===== src/rtl/mse_pkg.sv =====
package mse_pkg;

  typedef enum logic [1:0] {
    SHAPE_BAD  = 2'd0,
    SHAPE_MOVE = 2'd1,
    SHAPE_SWAP = 2'd2
  } shape_e;

  function automatic shape_e classify(input logic [1:0] nr, input logic [1:0] nw);
    if (nr != nw) return SHAPE_BAD;
    if (nr == 2'd1) return SHAPE_MOVE;
    if (nr == 2'd2) return SHAPE_SWAP;
    return SHAPE_BAD;
  endfunction

endpackage


===== src/rtl/mse_budget.sv =====
module mse_budget #(
  parameter int FSEL_W = 1,
  parameter int CW     = 3,
  parameter logic [(1<<FSEL_W)*CW-1:0] LIMITS = '0
) (
  input  logic              clk,
  input  logic              rst,
  input  logic              grp_start,
  input  logic              commit,
  input  logic [FSEL_W-1:0] req_file,
  input  logic [1:0]        req_n,
  output logic              fits
);
  localparam int FILES = 1 << FSEL_W;
  localparam logic [CW-1:0] CMAX = '1;

  logic [CW-1:0] cnt_q [FILES];
  logic [CW-1:0] eff, lim;
  logic [CW:0]   sum;

  always_comb begin
    eff  = grp_start ? '0 : cnt_q[req_file];
    lim  = LIMITS[req_file*CW +: CW];
    sum  = {1'b0, eff} + {{(CW-1){1'b0}}, req_n};
    fits = (lim == '0) || (sum <= {1'b0, lim});
  end

  always_ff @(posedge clk) begin
    for (int f = 0; f < FILES; f++) begin
      if (rst)
        cnt_q[f] <= '0;
      else if (commit && req_file == FSEL_W'(f))
        cnt_q[f] <= sum[CW] ? CMAX : sum[CW-1:0];
      else if (grp_start)
        cnt_q[f] <= '0;
    end
  end
endmodule


===== src/rtl/mse_tables.sv =====
module mse_tables #(
  parameter int HW = 3
) (
  input  logic                   clk,
  input  logic                   rst,
  input  logic [1:0]             upd_en,
  input  logic [1:0][HW-1:0]     upd_idx,
  input  logic [1:0][HW-1:0]     upd_tgt,
  input  logic [1:0]             upd_zero,
  input  logic                   nw_en,
  input  logic [HW-1:0]          nw_idx,
  input  logic                   nw_zero,
  input  logic [HW-1:0]          look_idx,
  output logic [(1<<HW)*HW-1:0]  alias_flat,
  output logic [(1<<HW)-1:0]     zero_vec,
  output logic [HW-1:0]          look_tgt,
  output logic                   look_zero
);
  localparam int ENTRIES = 1 << HW;

  logic [HW-1:0]      alias_q [ENTRIES];
  logic [ENTRIES-1:0] zero_q;

  always_ff @(posedge clk) begin
    if (rst) begin
      for (int e = 0; e < ENTRIES; e++) alias_q[e] <= '0;
      zero_q    <= '0;
      look_tgt  <= '0;
      look_zero <= 1'b0;
    end else begin
      look_tgt  <= alias_q[look_idx];
      look_zero <= zero_q[look_idx];
      for (int e = 0; e < ENTRIES; e++) begin
        if (nw_en && nw_idx == HW'(e)) begin
          alias_q[e] <= '0;
          zero_q[e]  <= nw_zero;
        end else if (upd_en[1] && upd_idx[1] == HW'(e)) begin
          alias_q[e] <= upd_tgt[1];
          zero_q[e]  <= upd_zero[1];
        end else if (upd_en[0] && upd_idx[0] == HW'(e)) begin
          alias_q[e] <= upd_tgt[0];
          zero_q[e]  <= upd_zero[0];
        end
      end
    end
  end

  generate
    for (genvar g = 0; g < ENTRIES; g++) begin : g_flat
      assign alias_flat[g*HW +: HW] = alias_q[g];
    end
  endgenerate
  assign zero_vec = zero_q;
endmodule


===== src/rtl/mse_decide.sv =====
module mse_decide
  import mse_pkg::*;
#(
  parameter int IDW    = 4,
  parameter int FSEL_W = 1,
  parameter logic [(1<<(IDW-1))*FSEL_W-1:0] FILE_MAP  = '0,
  parameter logic [(1<<(IDW-1))-1:0]        MOVE_OK   = '1,
  parameter logic [(1<<FSEL_W)-1:0]         ZERO_ONLY = '0
) (
  input  logic                          req_valid,
  input  logic [1:0]                    rd_cnt,
  input  logic [1:0]                    wr_cnt,
  input  logic [IDW-1:0]                rd_id0,
  input  logic [IDW-1:0]                rd_id1,
  input  logic [IDW-1:0]                wr_id0,
  input  logic [IDW-1:0]                wr_id1,
  input  logic [1:0]                    wr_clr,
  input  logic [(1<<(IDW-1))*(IDW-1)-1:0] alias_flat,
  input  logic [(1<<(IDW-1))-1:0]       zero_vec,
  input  logic                          fits,
  output logic                          ok,
  output logic [FSEL_W-1:0]             file,
  output logic [1:0]                    npairs,
  output logic [1:0][IDW-2:0]           dst_c,
  output logic [1:0][IDW-2:0]           new_tgt,
  output logic [1:0]                    wz
);
  localparam int HW = IDW - 1;

  shape_e     shape;
  logic [1:0] pass;

  assign shape  = classify(rd_cnt, wr_cnt);
  assign npairs = (shape == SHAPE_SWAP) ? 2'd2 : 2'd1;
  assign file   = FILE_MAP[wr_id0[HW-1:0]*FSEL_W +: FSEL_W];

  generate
    for (genvar j = 0; j < 2; j++) begin : g_pair
      logic [IDW-1:0] src, dst;
      logic [HW-1:0]  sc, dc, a, t;
      logic           active;
      always_comb begin
        if (j == 0) begin
          src    = (shape == SHAPE_SWAP) ? rd_id1 : rd_id0;
          dst    = wr_id0;
          active = (shape != SHAPE_BAD);
        end else begin
          src    = rd_id0;
          dst    = wr_id1;
          active = (shape == SHAPE_SWAP);
        end
        sc = src[HW-1:0];
        dc = dst[HW-1:0];
        a  = alias_flat[sc*HW +: HW];
        t  = (a != '0) ? a : sc;
        new_tgt[j] = (t == dc) ? '0 : t;
        dst_c[j]   = dc;
        wz[j]      = zero_vec[sc];
        pass[j] = !active ||
                  ((sc != '0) && (dc != '0) &&
                   (FILE_MAP[sc*FSEL_W +: FSEL_W] == file) &&
                   (FILE_MAP[dc*FSEL_W +: FSEL_W] == file) &&
                   MOVE_OK[dc] &&
                   !(dst[IDW-1] && !wr_clr[j]) &&
                   (!ZERO_ONLY[file] || zero_vec[sc]));
      end
    end
  endgenerate

  assign ok = req_valid && (shape != SHAPE_BAD) && fits && (&pass);
endmodule


===== src/rtl/mv_swap_elim.sv =====
module mv_swap_elim #(
  parameter int IDW    = 4,
  parameter int FSEL_W = 1,
  parameter int CW     = 3,
  parameter logic [(1<<(IDW-1))*FSEL_W-1:0] FILE_MAP  = 8'b1100_0000,
  parameter logic [(1<<(IDW-1))-1:0]        MOVE_OK   = 8'b1101_1111,
  parameter logic [(1<<FSEL_W)-1:0]         ZERO_ONLY = 2'b10,
  parameter logic [(1<<FSEL_W)*CW-1:0]      LIMITS    = {3'd0, 3'd2}
) (
  input  logic           clk,
  input  logic           rst,
  input  logic           grp_start,
  input  logic           req_valid,
  input  logic [1:0]     rd_cnt,
  input  logic [1:0]     wr_cnt,
  input  logic [IDW-1:0] rd_id0,
  input  logic [IDW-1:0] rd_id1,
  input  logic [IDW-1:0] wr_id0,
  input  logic [IDW-1:0] wr_id1,
  input  logic [1:0]     wr_clr,
  input  logic           nw_valid,
  input  logic [IDW-1:0] nw_id,
  input  logic           nw_zero,
  input  logic           nw_clr,
  input  logic [IDW-1:0] look_id,
  output logic           elim_o,
  output logic [1:0]     wzero_o,
  output logic [IDW-1:0] look_alias_o,
  output logic           look_zero_o
);
  localparam int HW = IDW - 1;

  logic                       ok, fits, look_z;
  logic [FSEL_W-1:0]          file;
  logic [1:0]                 npairs, wz, upd_en;
  logic [1:0][HW-1:0]         dst_c, new_tgt;
  logic [(1<<HW)*HW-1:0]      alias_flat;
  logic [(1<<HW)-1:0]         zero_vec;
  logic [HW-1:0]              look_t;
  logic                       nw_zero_eff;
  logic                       elim_q;
  logic [1:0]                 wz_q;

  assign upd_en      = ok ? {npairs == 2'd2, 1'b1} : 2'b00;
  assign nw_zero_eff = nw_zero && (!nw_id[IDW-1] || nw_clr);

  mse_decide #(
    .IDW(IDW), .FSEL_W(FSEL_W), .FILE_MAP(FILE_MAP),
    .MOVE_OK(MOVE_OK), .ZERO_ONLY(ZERO_ONLY)
  ) u_decide (
    .req_valid(req_valid), .rd_cnt(rd_cnt), .wr_cnt(wr_cnt),
    .rd_id0(rd_id0), .rd_id1(rd_id1), .wr_id0(wr_id0), .wr_id1(wr_id1),
    .wr_clr(wr_clr), .alias_flat(alias_flat), .zero_vec(zero_vec),
    .fits(fits), .ok(ok), .file(file), .npairs(npairs),
    .dst_c(dst_c), .new_tgt(new_tgt), .wz(wz)
  );

  mse_budget #(.FSEL_W(FSEL_W), .CW(CW), .LIMITS(LIMITS)) u_budget (
    .clk(clk), .rst(rst), .grp_start(grp_start), .commit(ok),
    .req_file(file), .req_n(npairs), .fits(fits)
  );

  mse_tables #(.HW(HW)) u_tables (
    .clk(clk), .rst(rst), .upd_en(upd_en), .upd_idx(dst_c),
    .upd_tgt(new_tgt), .upd_zero(wz), .nw_en(nw_valid),
    .nw_idx(nw_id[HW-1:0]), .nw_zero(nw_zero_eff),
    .look_idx(look_id[HW-1:0]), .alias_flat(alias_flat),
    .zero_vec(zero_vec), .look_tgt(look_t), .look_zero(look_z)
  );

  always_ff @(posedge clk) begin
    if (rst) begin
      elim_q <= 1'b0;
      wz_q   <= 2'b00;
    end else begin
      elim_q <= ok;
      wz_q   <= wz & upd_en;
    end
  end

  assign elim_o       = elim_q;
  assign wzero_o      = wz_q;
  assign look_alias_o = {1'b0, look_t};
  assign look_zero_o  = look_z;
endmodule


===== config.mk =====
export PLATFORM = sky130hd
export DESIGN_NAME = mv_swap_elim
export DESIGN_NICKNAME = d
export VERILOG_FILES = /design/src/rtl/mse_pkg.sv /design/src/rtl/mse_budget.sv /design/src/rtl/mse_tables.sv /design/src/rtl/mse_decide.sv /design/src/rtl/mv_swap_elim.sv
export SDC_FILE = /design/constraint.sdc
export NUM_CORES = 1
export LEC_CHECK = 0
export ABC_AREA = 1
export ABC_CLOCK_PERIOD_IN_PS = 9700
export CAP_MARGIN = 20
export CORE_ASPECT_RATIO = 0.8
export CORE_MARGIN = 2
export CORE_UTILIZATION = 45
export CTS_CLUSTER_DIAMETER = 40
export DETAILED_ROUTE_END_ITERATION = 10
export GPL_TIMING_DRIVEN = 0
export PLACE_DENSITY = 0.66
export SLEW_MARGIN = 20
export SYNTH_ARGS = -nofsm -noshare
export SYNTH_HDL_FRONTEND = slang
export SYNTH_SLANG_ARGS = --single-unit

===== constraint.sdc =====
create_clock -name clk -period 9.7 [get_ports clk]
set_clock_uncertainty 0.05 [all_clocks]
set_input_delay 2.91 -clock clk [delete_from_list [all_inputs] [get_ports clk]]
set_output_delay 2.91 -clock clk [all_outputs]
set_load 0.02 [all_outputs]

After elaboration in Yosys (flattened, before gate mapping)
Memories as Yosys holds them, arrays and structs flattened. A register that Yosys moved wholly into a read port is not among the register bits.
Index checks and enable logic that the tools add are counted.
{ "word_totals": {"mem_count": 4, "word_cells": 365, "ff_bits": 12, "romBits": 16, "input_bits": 37, "output_inout_bits": 8, "ramBits": 30} }
{ "op_classes": {"multipliers": 3, "mux": 194, "bitwise": 30, "order_cmp": 7, "n_shift": 7, "add_sub_neg": 1, "eq_ne": 31, "reduce_logical": 77} }
{ "mem_list": {"columns": ["memory", "depth", "word_bits", "read_ports", "rd_ports_with_merged_regs", "wr", "line", "rtl"], "rows": [
  ["u_tables.alias_q", 8, 3, 9, 1, 8, "mse_tables.sv:21", "logic [HW-1:0] alias_q [ENTRIES];"],
  ["(name not given)", 8, 1, 1, 0, 0, "mse_decide.sv:63", "MOVE_OK[dc] &&"],
  ["(name not given)", 8, 1, 1, 0, 0, "mse_decide.sv:63", null],
  ["u_budget.cnt_q", 2, 3, 1, 0, 2, "mse_budget.sv:17", "logic [CW-1:0] cnt_q [FILES];"]
]} }
{ "ops": {"columns": ["op", "count"], "rows": [
  ["2-to-1 mux 1 bit", 148],
  ["2-to-1 mux 3 bit", 35],
  ["indexed part select 24 x 6 -> 3 bit", 2],
  ["logical AND 1 bit", 43],
  ["nonzero test 3 bit", 14],
  ["equality test 3 bit, second input constant", 12],
  ["indexed part select 8 x 4 -> 1 bit, first input constant", 4],
  ["bitwise OR 1 bit", 28],
  ["< comparator 3 x 4 -> 1 bit, second input constant", 5],
  ["equality test 3 x 2 -> 1 bit, second input constant", 6],
  ["2-to-1 mux 2 bit", 8],
  ["zero test 3 bit", 4],
  ["multiplier 3 x 2 -> 5 bit, second input constant", 2],
  ["binary-select mux 1 bit (select 3 bit)", 3],
  ["equality test 3 x 1 -> 1 bit, second input constant", 3],
  ["zero test 1 bit", 8],
  ["equality test 2 bit, second input constant", 3],
  ["equality test 3 bit", 2],
  ["logical OR 1 bit", 6],
  ["indexed part select 6 x 4 -> 3 bit, first input constant", 1],
  ["adder 3 x 2 -> 4 bit", 1],
  ["<= comparator 4 x 3 -> 1 bit", 1],
  ["equality test 1 bit", 3],
  ["multiplier 1 x 2 -> 3 bit, second input constant", 1],
  ["other kinds (7)", 7]
]} }

Depth between registers and ports, before layout
Gate-level depths: netlist (run 1).
{ "logic_depth": {"ltp_word": 27, "depth_mapped": 22, "depth_no_buf": 21} }

Cells and area by module
Synthesis (run 1) repeated with hierarchy kept, for this count alone.
{ "unflattened": {"hier_cells": 687, "hier_area_um2": 4181.5} }
{ "modules_own_cells": {"columns": ["mod", "cells_per_inst", "instances", "area_each_um2", "seq_area_each_um2"], "rows": [
  ["mse_tables", 372, 1, 2434.8, 960.9],
  ["mse_decide", 242, 1, 1183.6, 0.0],
  ["mse_budget", 56, 1, 441.7, 180.2],
  ["mv_swap_elim", 17, 1, 121.4, 60.1]
]} }

Least setup slack after synthesis (run 1)
Ideal clock, no wire load.
{ "synth_timing": {"path_type": "input -> register", "from": "input wr_id0[2]", "to": "memory u_tables.alias_q[6][0], enable pin", "arrival_time_ns": 5.286, "n_path_buf": 1, "stages": 20, "setup_time_ns": 0.303, "t_required_ns": 9.347, "slack_ns": 4.062, "cell_sequence": "nand2_1 -> buf_6 -> inv_2 -> nor2_1 -> nor2_1 -> ha_1 -> fa_1 -> inv_1 -> ha_1 -> a21o_1 -> nand3_1 -> nand2_1 -> nand2_1 -> a21oi_2 -> nand3_2 -> nor2_2 -> nand2_1 -> clkinv_1 -> nor2_1 -> nand2_1"} }
{ "synth_rtl": {"columns": ["element", "line", "rtl"], "rows": [
  ["start, declared", "mv_swap_elim.sv:18", "input logic [IDW-1:0] wr_id0,"],
  ["end, declared", "mse_tables.sv:21", null]
]} }

==> impl_metrics.json, run 1 <==
{
  "syn2layout_area_growth_pct": 16.4,
  "multiInputGateArea_um2": 2300,
  "coreArea_um2": 8450,
  "cts_tree": "done",
  "grt_max_degree": 16,
  "syn_avg_cell_area_um2": 6.22,
  "drc_errors": 0,
  "pwr-share-comb": 0.294,
  "synth-seq-area-share": 0.309,
  "slew_headroom": 0.566,
  "routed_wl_um": 12800,
  "pwr-share-seq": 0.457,
  "crit_top_cell": "nand2_1",
  "synth-seq-cells": 45,
  "io_buffers": 38,
  "synth_area_leaders": "edfxtp_1 (23%), nand2_1 (19%), nand3_1 (11%), dfxtp_1 (7.7%), inv_1 (7.5%)",
  "ant_nets": 0,
  "fin_crit_sh": 0.659,
  "criticalPathCategory": "in2reg",
  "rsz0062_at_grt": "no",
  "grt-ovfl-total": 0,
  "power_per_cell_area_nw_per_um2": 107,
  "drive_above_1_share": 0.0796,
  "post-dp-hpwl_um": 10300,
  "clkTransAtPathRegs_ps": 90,
  "hold_viol_final": 0,
  "wl_per_cell_um": 16.2,
  "worst_slack_ps": 3310,
  "die_x_um": 108,
  "htreeDepth": 2,
  "hold_class": "reg2reg",
  "async_reset_ff_frac": 0,
  "end_kind": "flop",
  "final.setup.tns_ps": 0,
  "slowest_stage": "clkdlybuf4s50_1",
  "clk_latency_ps": 310,
  "die_y_um": 87.2,
  "netSwitchingFraction": 0.357,
  "worst_pin_slew_ps": 644,
  "num_rows": 30,
  "p_int_mw": 0.312,
  "layout_common_cells": "nand2_1 (200), nand3_1 (84), inv_1 (78)",
  "synth_cell_type_count": 40,
  "diodes": 0,
  "num_vias": 4357,
  "grt_pass1_wl_um": 20400,
  "synth-edff-count": 30,
  "cts_made_buffers": 5,
  "track_usage": 0.286,
  "fin_cells": 790,
  "cp_cell_sequence": "clkdlybuf4s50_1 > nand2_1 > buf_6 > o21ai_0 > nor2_1 > ha_1 > fa_1 > inv_1 > ha_1 > a21o_1 > nand3_1 > nand2_1 > nand2_1 > inv_1 > nand2_1 > a21oi_1 > nand4_1 > nand3_1 > nand2_1 > nand2_1",
  "slew_violations": 0,
  "crit_fanout": 10,
  "cts_resized": 0,
  "cp-start-kind": "input pin",
  "layout_commonest_cell": "nand2_1",
  "cts.root.buffer_cell": "clkbuf_8",
  "start_util": 0.461,
  "viasPerCell": 5.52,
  "die-area_um2": 9410,
  "gp_congestion": 1.02,
  "finalSetupViolations": 0,
  "cp.arrival_ps": 6360,
  "cp_slowest_stage_delay_ps": 570,
  "cts_setup_buffers": 0,
  "clockPowerShare": 0.249,
  "cp_top_family": "simple AND/OR/NAND/NOR gates",
  "cts_hold_buf": 0,
  "dr.pass1.iters": 5,
  "yosysTopAreaCell": "edfxtp_1",
  "cts_buffer_depth": 2,
  "synth_top_area_share": 0.232,
  "first_global_vias": 3990,
  "ys.flop_type": "edfxtp_1",
  "synthCells": 625,
  "register_area_um2": 1200,
  "max_freq_mhz": 156,
  "pin_count": 45,
  "power.switching_mw": 0.174,
  "p_leak_nw": 2.10,
  "antenna_found_initial": 0,
  "ys_warn_count": 0,
  "dp_slack_ps": 3060,
  "dr.first_iter.drc_count": 358,
  "utilization": 0.536,
  "peakVddDrop_mv": 0.0564,
  "whs_ps": 505,
  "worstPathRequired_ps": 9670,
  "syn-cell-area_um2": 3890,
  "maxCapViolations": 0,
  "fin_nets": 718,
  "dp_cells": 782,
  "fillers": 857,
  "crit_buf_inv": 4,
  "status": "complete, no violations",
  "period_minus_slack_ps": 6390,
  "cts.sinks": 45
}
-- stage by stage --
stage                     area [µm²]  power, mW
after global routing            4530      0.510
after CTS                       4530      0.482
final                           4530      0.486
after floorplan                 3920      0.312
after global placement          4440      0.363
after detailed placement        4440      0.365
-- state kept, by name, indices dropped and copies added, names as in the netlist --
register	flops
u_tables.look_zero	1
wzero_o	2
u_tables.zero_vec	8
elim_o	1
u_tables.alias_q	24
u_tables.look_tgt	3
u_budget.cnt_q	6
-- metal layers --
metal	vias to the layer above	global-route usage	wire, µm
met5	-	0	0
met4	0	0.0769	360
met3	35	0.0516	1180
met2	211	0.454	5540
met1	1982	0.401	5700
li1	2129	-	-
-- logic make-up (layout without fill, tap and decap cells) --
logic type | after synthesis | in the layout | synth area share
AND/OR/NAND/NOR | 402 | 402 | 0.459
buffers and inverters | 101 | 147 | 0.107
AO/OA/AOI/OAI | 70 | 70 | 0.106
flip-flops | 45 | 45 | 0.309
adder cells (fa/ha/maj) | 4 | 4 | 0.0148
XOR/XNOR | 2 | 2 | 0.00450
other | 1 | 8 | 0.000964
-- final cells by class --
class                      instances  area share
clock buffer                       5      0.0152
multi-input combinational        486       0.508
buffer                            16      0.0213
inverter                          85      0.0705
clock inverter                     3     0.00497
tap                              112      0.0309
sequential                        45       0.265
timing repair buffer              38      0.0840
-- synthesized netlist by cell type, types with 2 or more instances --
master / count
nor3_1: 4
buf_6: 3
nand3_2: 5
nor2_1: 69
nand3b_1: 2
a31oi_1: 2
buf_2: 5
nand4_1: 16
nor3_2: 3
o22ai_1: 6
inv_1: 78
nor2_4: 2
buf_4: 2
o21ai_0: 35
o211ai_1: 3
clkinv_1: 2
a21oi_1: 16
nand2_1: 200
edfxtp_1: 30
a311oi_1: 2
inv_2: 5
nand2_2: 13
ha_1: 3
dfxtp_1: 15
nand3_1: 84
clkbuf_1: 5
nand2_4: 2
-- power groups by stage --
stage | registers (mW) | logic, mW | clock network [mW]
final | 0.222 | 0.143 | 0.121
after global routing | 0.222 | 0.158 | 0.130
after CTS | 0.222 | 0.140 | 0.121
after detailed placement | 0.226 | 0.139 | 0
after global placement | 0.226 | 0.137 | 0
after floorplan | 0.223 | 0.0891 | 0
-- final timing paths --
kind                             start                endpoint  slack (ps)  cells after the start
setup / recovery             wr_id0[2]  u_tables.alias_q[3][0]        3310                     20
hold / removal    u_tables.zero_vec[1]    u_tables.zero_vec[1]         510                      2
setup reg to reg  u_budget.cnt_q[1][0]  u_tables.alias_q[3][0]        6380                     17
hold reg to reg   u_tables.zero_vec[1]    u_tables.zero_vec[1]         510                      2
-- worst register-to-register path: stages, from the launching register on --
cell and delay, ps:
edfxtp_1 360, o21ai_0 170, nor2_1 70, ha_1 200, fa_1 490, inv_1 60
ha_1 270, a21o_1 130, nand3_1 70, nand2_1 60, nand2_1 70, inv_1 60
nand2_1 80, a21oi_1 270, nand4_1 250, nand3_1 130, nand2_1 110, nand2_1 140
(Power assumes the default switching activity.)
==> run 2: changes to the inputs <==
--- a/config.mk
+++ b/config.mk
@@ -6,7 +6,7 @@
 export NUM_CORES = 1
 export LEC_CHECK = 0
 export ABC_AREA = 1
-export ABC_CLOCK_PERIOD_IN_PS = 9700
+export ABC_CLOCK_PERIOD_IN_PS = 5500
 export CAP_MARGIN = 20
 export CORE_ASPECT_RATIO = 0.8
 export CORE_MARGIN = 2
@@ -14,7 +14,7 @@
 export CTS_CLUSTER_DIAMETER = 40
 export DETAILED_ROUTE_END_ITERATION = 10
 export GPL_TIMING_DRIVEN = 0
-export PLACE_DENSITY = 0.66
+export PLACE_DENSITY = 0.69
 export SLEW_MARGIN = 20
 export SYNTH_ARGS = -nofsm -noshare
 export SYNTH_HDL_FRONTEND = slang
==> constraint.sdc (replaced) <==
create_clock -name clk -period 5.5 [get_ports clk]
set_clock_uncertainty 0.05 [all_clocks]
set_input_delay 1.65 -clock clk [delete_from_list [all_inputs] [get_ports clk]]
set_output_delay 1.65 -clock clk [all_outputs]
set_load 0.02 [all_outputs]
==> run 2 against run 1 <==
Net effect: sequential power is 76% higher; total power is 85% higher; sequential share of layout area is 0.073 points lower; critical endpoint is now u_tables.alias_q[1][0].
==> impl_metrics.json, run 2 (synthesized netlist as in run 1, its figures left out) <==
{
  "die_x_um": 108,
  "cp.arrival_ps": 5240,
  "drive_above_1_share": 0.0783,
  "hold_viol_final": 0,
  "dp_cells": 782,
  "cts.root.buffer_cell": "clkbuf_8",
  "wl_per_cell_um": 16.4,
  "pin_count": 45,
  "cts_setup_buffers": 0,
  "io_buffers": 38,
  "diodes": 0,
  "dr.pass1.iters": 5,
  "num_rows": 30,
  "gp_congestion": 1.09,
  "end_kind": "flop",
  "ant_nets": 0,
  "die_y_um": 87.2,
  "fin_crit_sh": 0.941,
  "dr.first_iter.drc_count": 454,
  "largest_register": "u_tables.alias_q",
  "worst_slack_ps": 324,
  "layout_common_cells": "nand2_1 (200), nand3_1 (84), inv_1 (78)",
  "cts_hold_buf": 0,
  "start_util": 0.461,
  "fin_cells": 789,
  "crit_fanout": 10,
  "power_per_cell_area_nw_per_um2": 198,
  "post-dp-hpwl_um": 10200,
  "drc_errors": 0,
  "cts_resized": 0,
  "final.setup.tns_ps": 0,
  "grt_pass1_wl_um": 20000,
  "fillers": 883,
  "criticalPathCategory": "in2reg",
  "maxCapViolations": 0,
  "finalSetupViolations": 0,
  "grt-ovfl-total": 0,
  "worstPathRequired_ps": 5560,
  "design_area_um2": 4540,
  "clk_latency_ps": 310,
  "die-area_um2": 9410,
  "slew_violations": 0,
  "clkTransAtPathRegs_ps": 90,
  "viasPerCell": 5.48,
  "cts_tree": "done",
  "cts_made_buffers": 5,
  "htreeDepth": 2,
  "track_usage": 0.281,
  "num_vias": 4323,
  "layout_commonest_cell": "nand2_1",
  "largest_register_ffs": 24,
  "first_global_vias": 3836,
  "status": "complete, no violations",
  "place_area_um2": 4440,
  "fin_nets": 718,
  "cts.sinks": 45,
  "coreArea_um2": 8450,
  "max_freq_mhz": 193,
  "total_power_mw": 0.899,
  "p_leak_nw": 2.12,
  "antenna_found_initial": 0,
  "cts_buffer_depth": 2,
  "cp-start-kind": "input pin",
  "r2r_setup_slack_ps": 2210,
  "syn2layout_area_growth_pct": 16.7,
  "worst_pin_slew_ps": 645,
  "period_minus_slack_ps": 5180,
  "dp_slack_ps": 99.7,
  "routed_wl_um": 12900,
  "peakVddDrop_mv": 0.0916,
  "rsz0062_at_grt": "no",
  "hold_class": "reg2reg",
  "slew_headroom": 0.565,
  "grt_max_degree": 14
}
-- run 2: cell count changes in the layout (fill, tap and decap cells not counted) --
cell	previous run	this run
clkinv_2	0	1
clkinvlp_4	3	0
bufinv_16	0	1
-- run 2: area by class of cell --
| type | instances | area [µm²] | area share |
|---|---|---|---|
| Inverter | 85 | 319 | 0.0703 |
| Multi-Input combinational cell | 486 | 2300 | 0.506 |
| Clock inverter | 2 | 35.0 | 0.00772 |
| Timing Repair Buffer | 38 | 380 | 0.0838 |
| Tap cell | 112 | 140 | 0.0309 |
| Sequential cell | 45 | 1200 | 0.265 |
| Buffer | 16 | 96.3 | 0.0212 |
| Clock buffer | 5 | 68.8 | 0.0152 |
-- run 2: path summary, 6_finish.rpt --
kind	startpoint	to	depth (start not counted)
hold reg to reg	u_tables.zero_vec[1]	u_tables.zero_vec[1]	2
setup / recovery	wr_id0[2]	u_tables.alias_q[1][0]	21
hold / removal	u_tables.zero_vec[1]	u_tables.zero_vec[1]	2
setup reg to reg	u_budget.cnt_q[1][0]	u_tables.alias_q[1][0]	17
-- run 2: critical path, cell delays in order --
cell,delay [ps]
clkdlybuf4s50_1,520
nand2_1,170
buf_6,170
inv_2,100
nor2_1,110
nor2_1,60
ha_1,200
fa_1,480
inv_1,60
ha_1,270
a21o_1,120
nand3_1,80
nand2_1,60
nand2_1,100
inv_1,70
nand2_1,70
a21oi_1,230
nand2_1,160
nor3_1,180
nand2_1,110
o21ai_0,270
-- run 2: where the power goes --
group | total [mW] | leakage [nW] | switching (mW) | internal (mW)
sequential | 0.391 | 0.436 | 0.0147 | 0.377
combinational | 0.252 | 1.63 | 0.167 | 0.0851
clock | 0.256 | 0.0540 | 0.123 | 0.132
-- run 2: metrics by stage --
stage               utilization  hold WS (ps)
finish                    0.538           491
global route              0.538           492
CTS                       0.538           478
detailed placement        0.525           463
global placement          0.525           466
floorplan                     -           408
-- run 2: routing by layer --
metal	wire length [µm]	GRT usage
met1	6030	0.413
met2	5650	0.429
met3	947	0.0299
met4	309	0.0991
met5	0	0
==> run 3: changes to the inputs <==
==> constraint.sdc (replaced) <==
create_clock -name clk -period 5.5 [get_ports clk]
set_clock_uncertainty 0.05 [all_clocks]
set_input_delay 1.65 -clock clk [delete_from_list [all_inputs] [get_ports clk]]
set_output_delay 1.65 -clock clk [all_outputs]
set_load 0.005 [all_outputs]
==> results of run 3 <==
The final DEF is identical to that of run 2. Status: complete, no violations.
Main changes from that run: total power 0.899 mW -> 0.896 mW
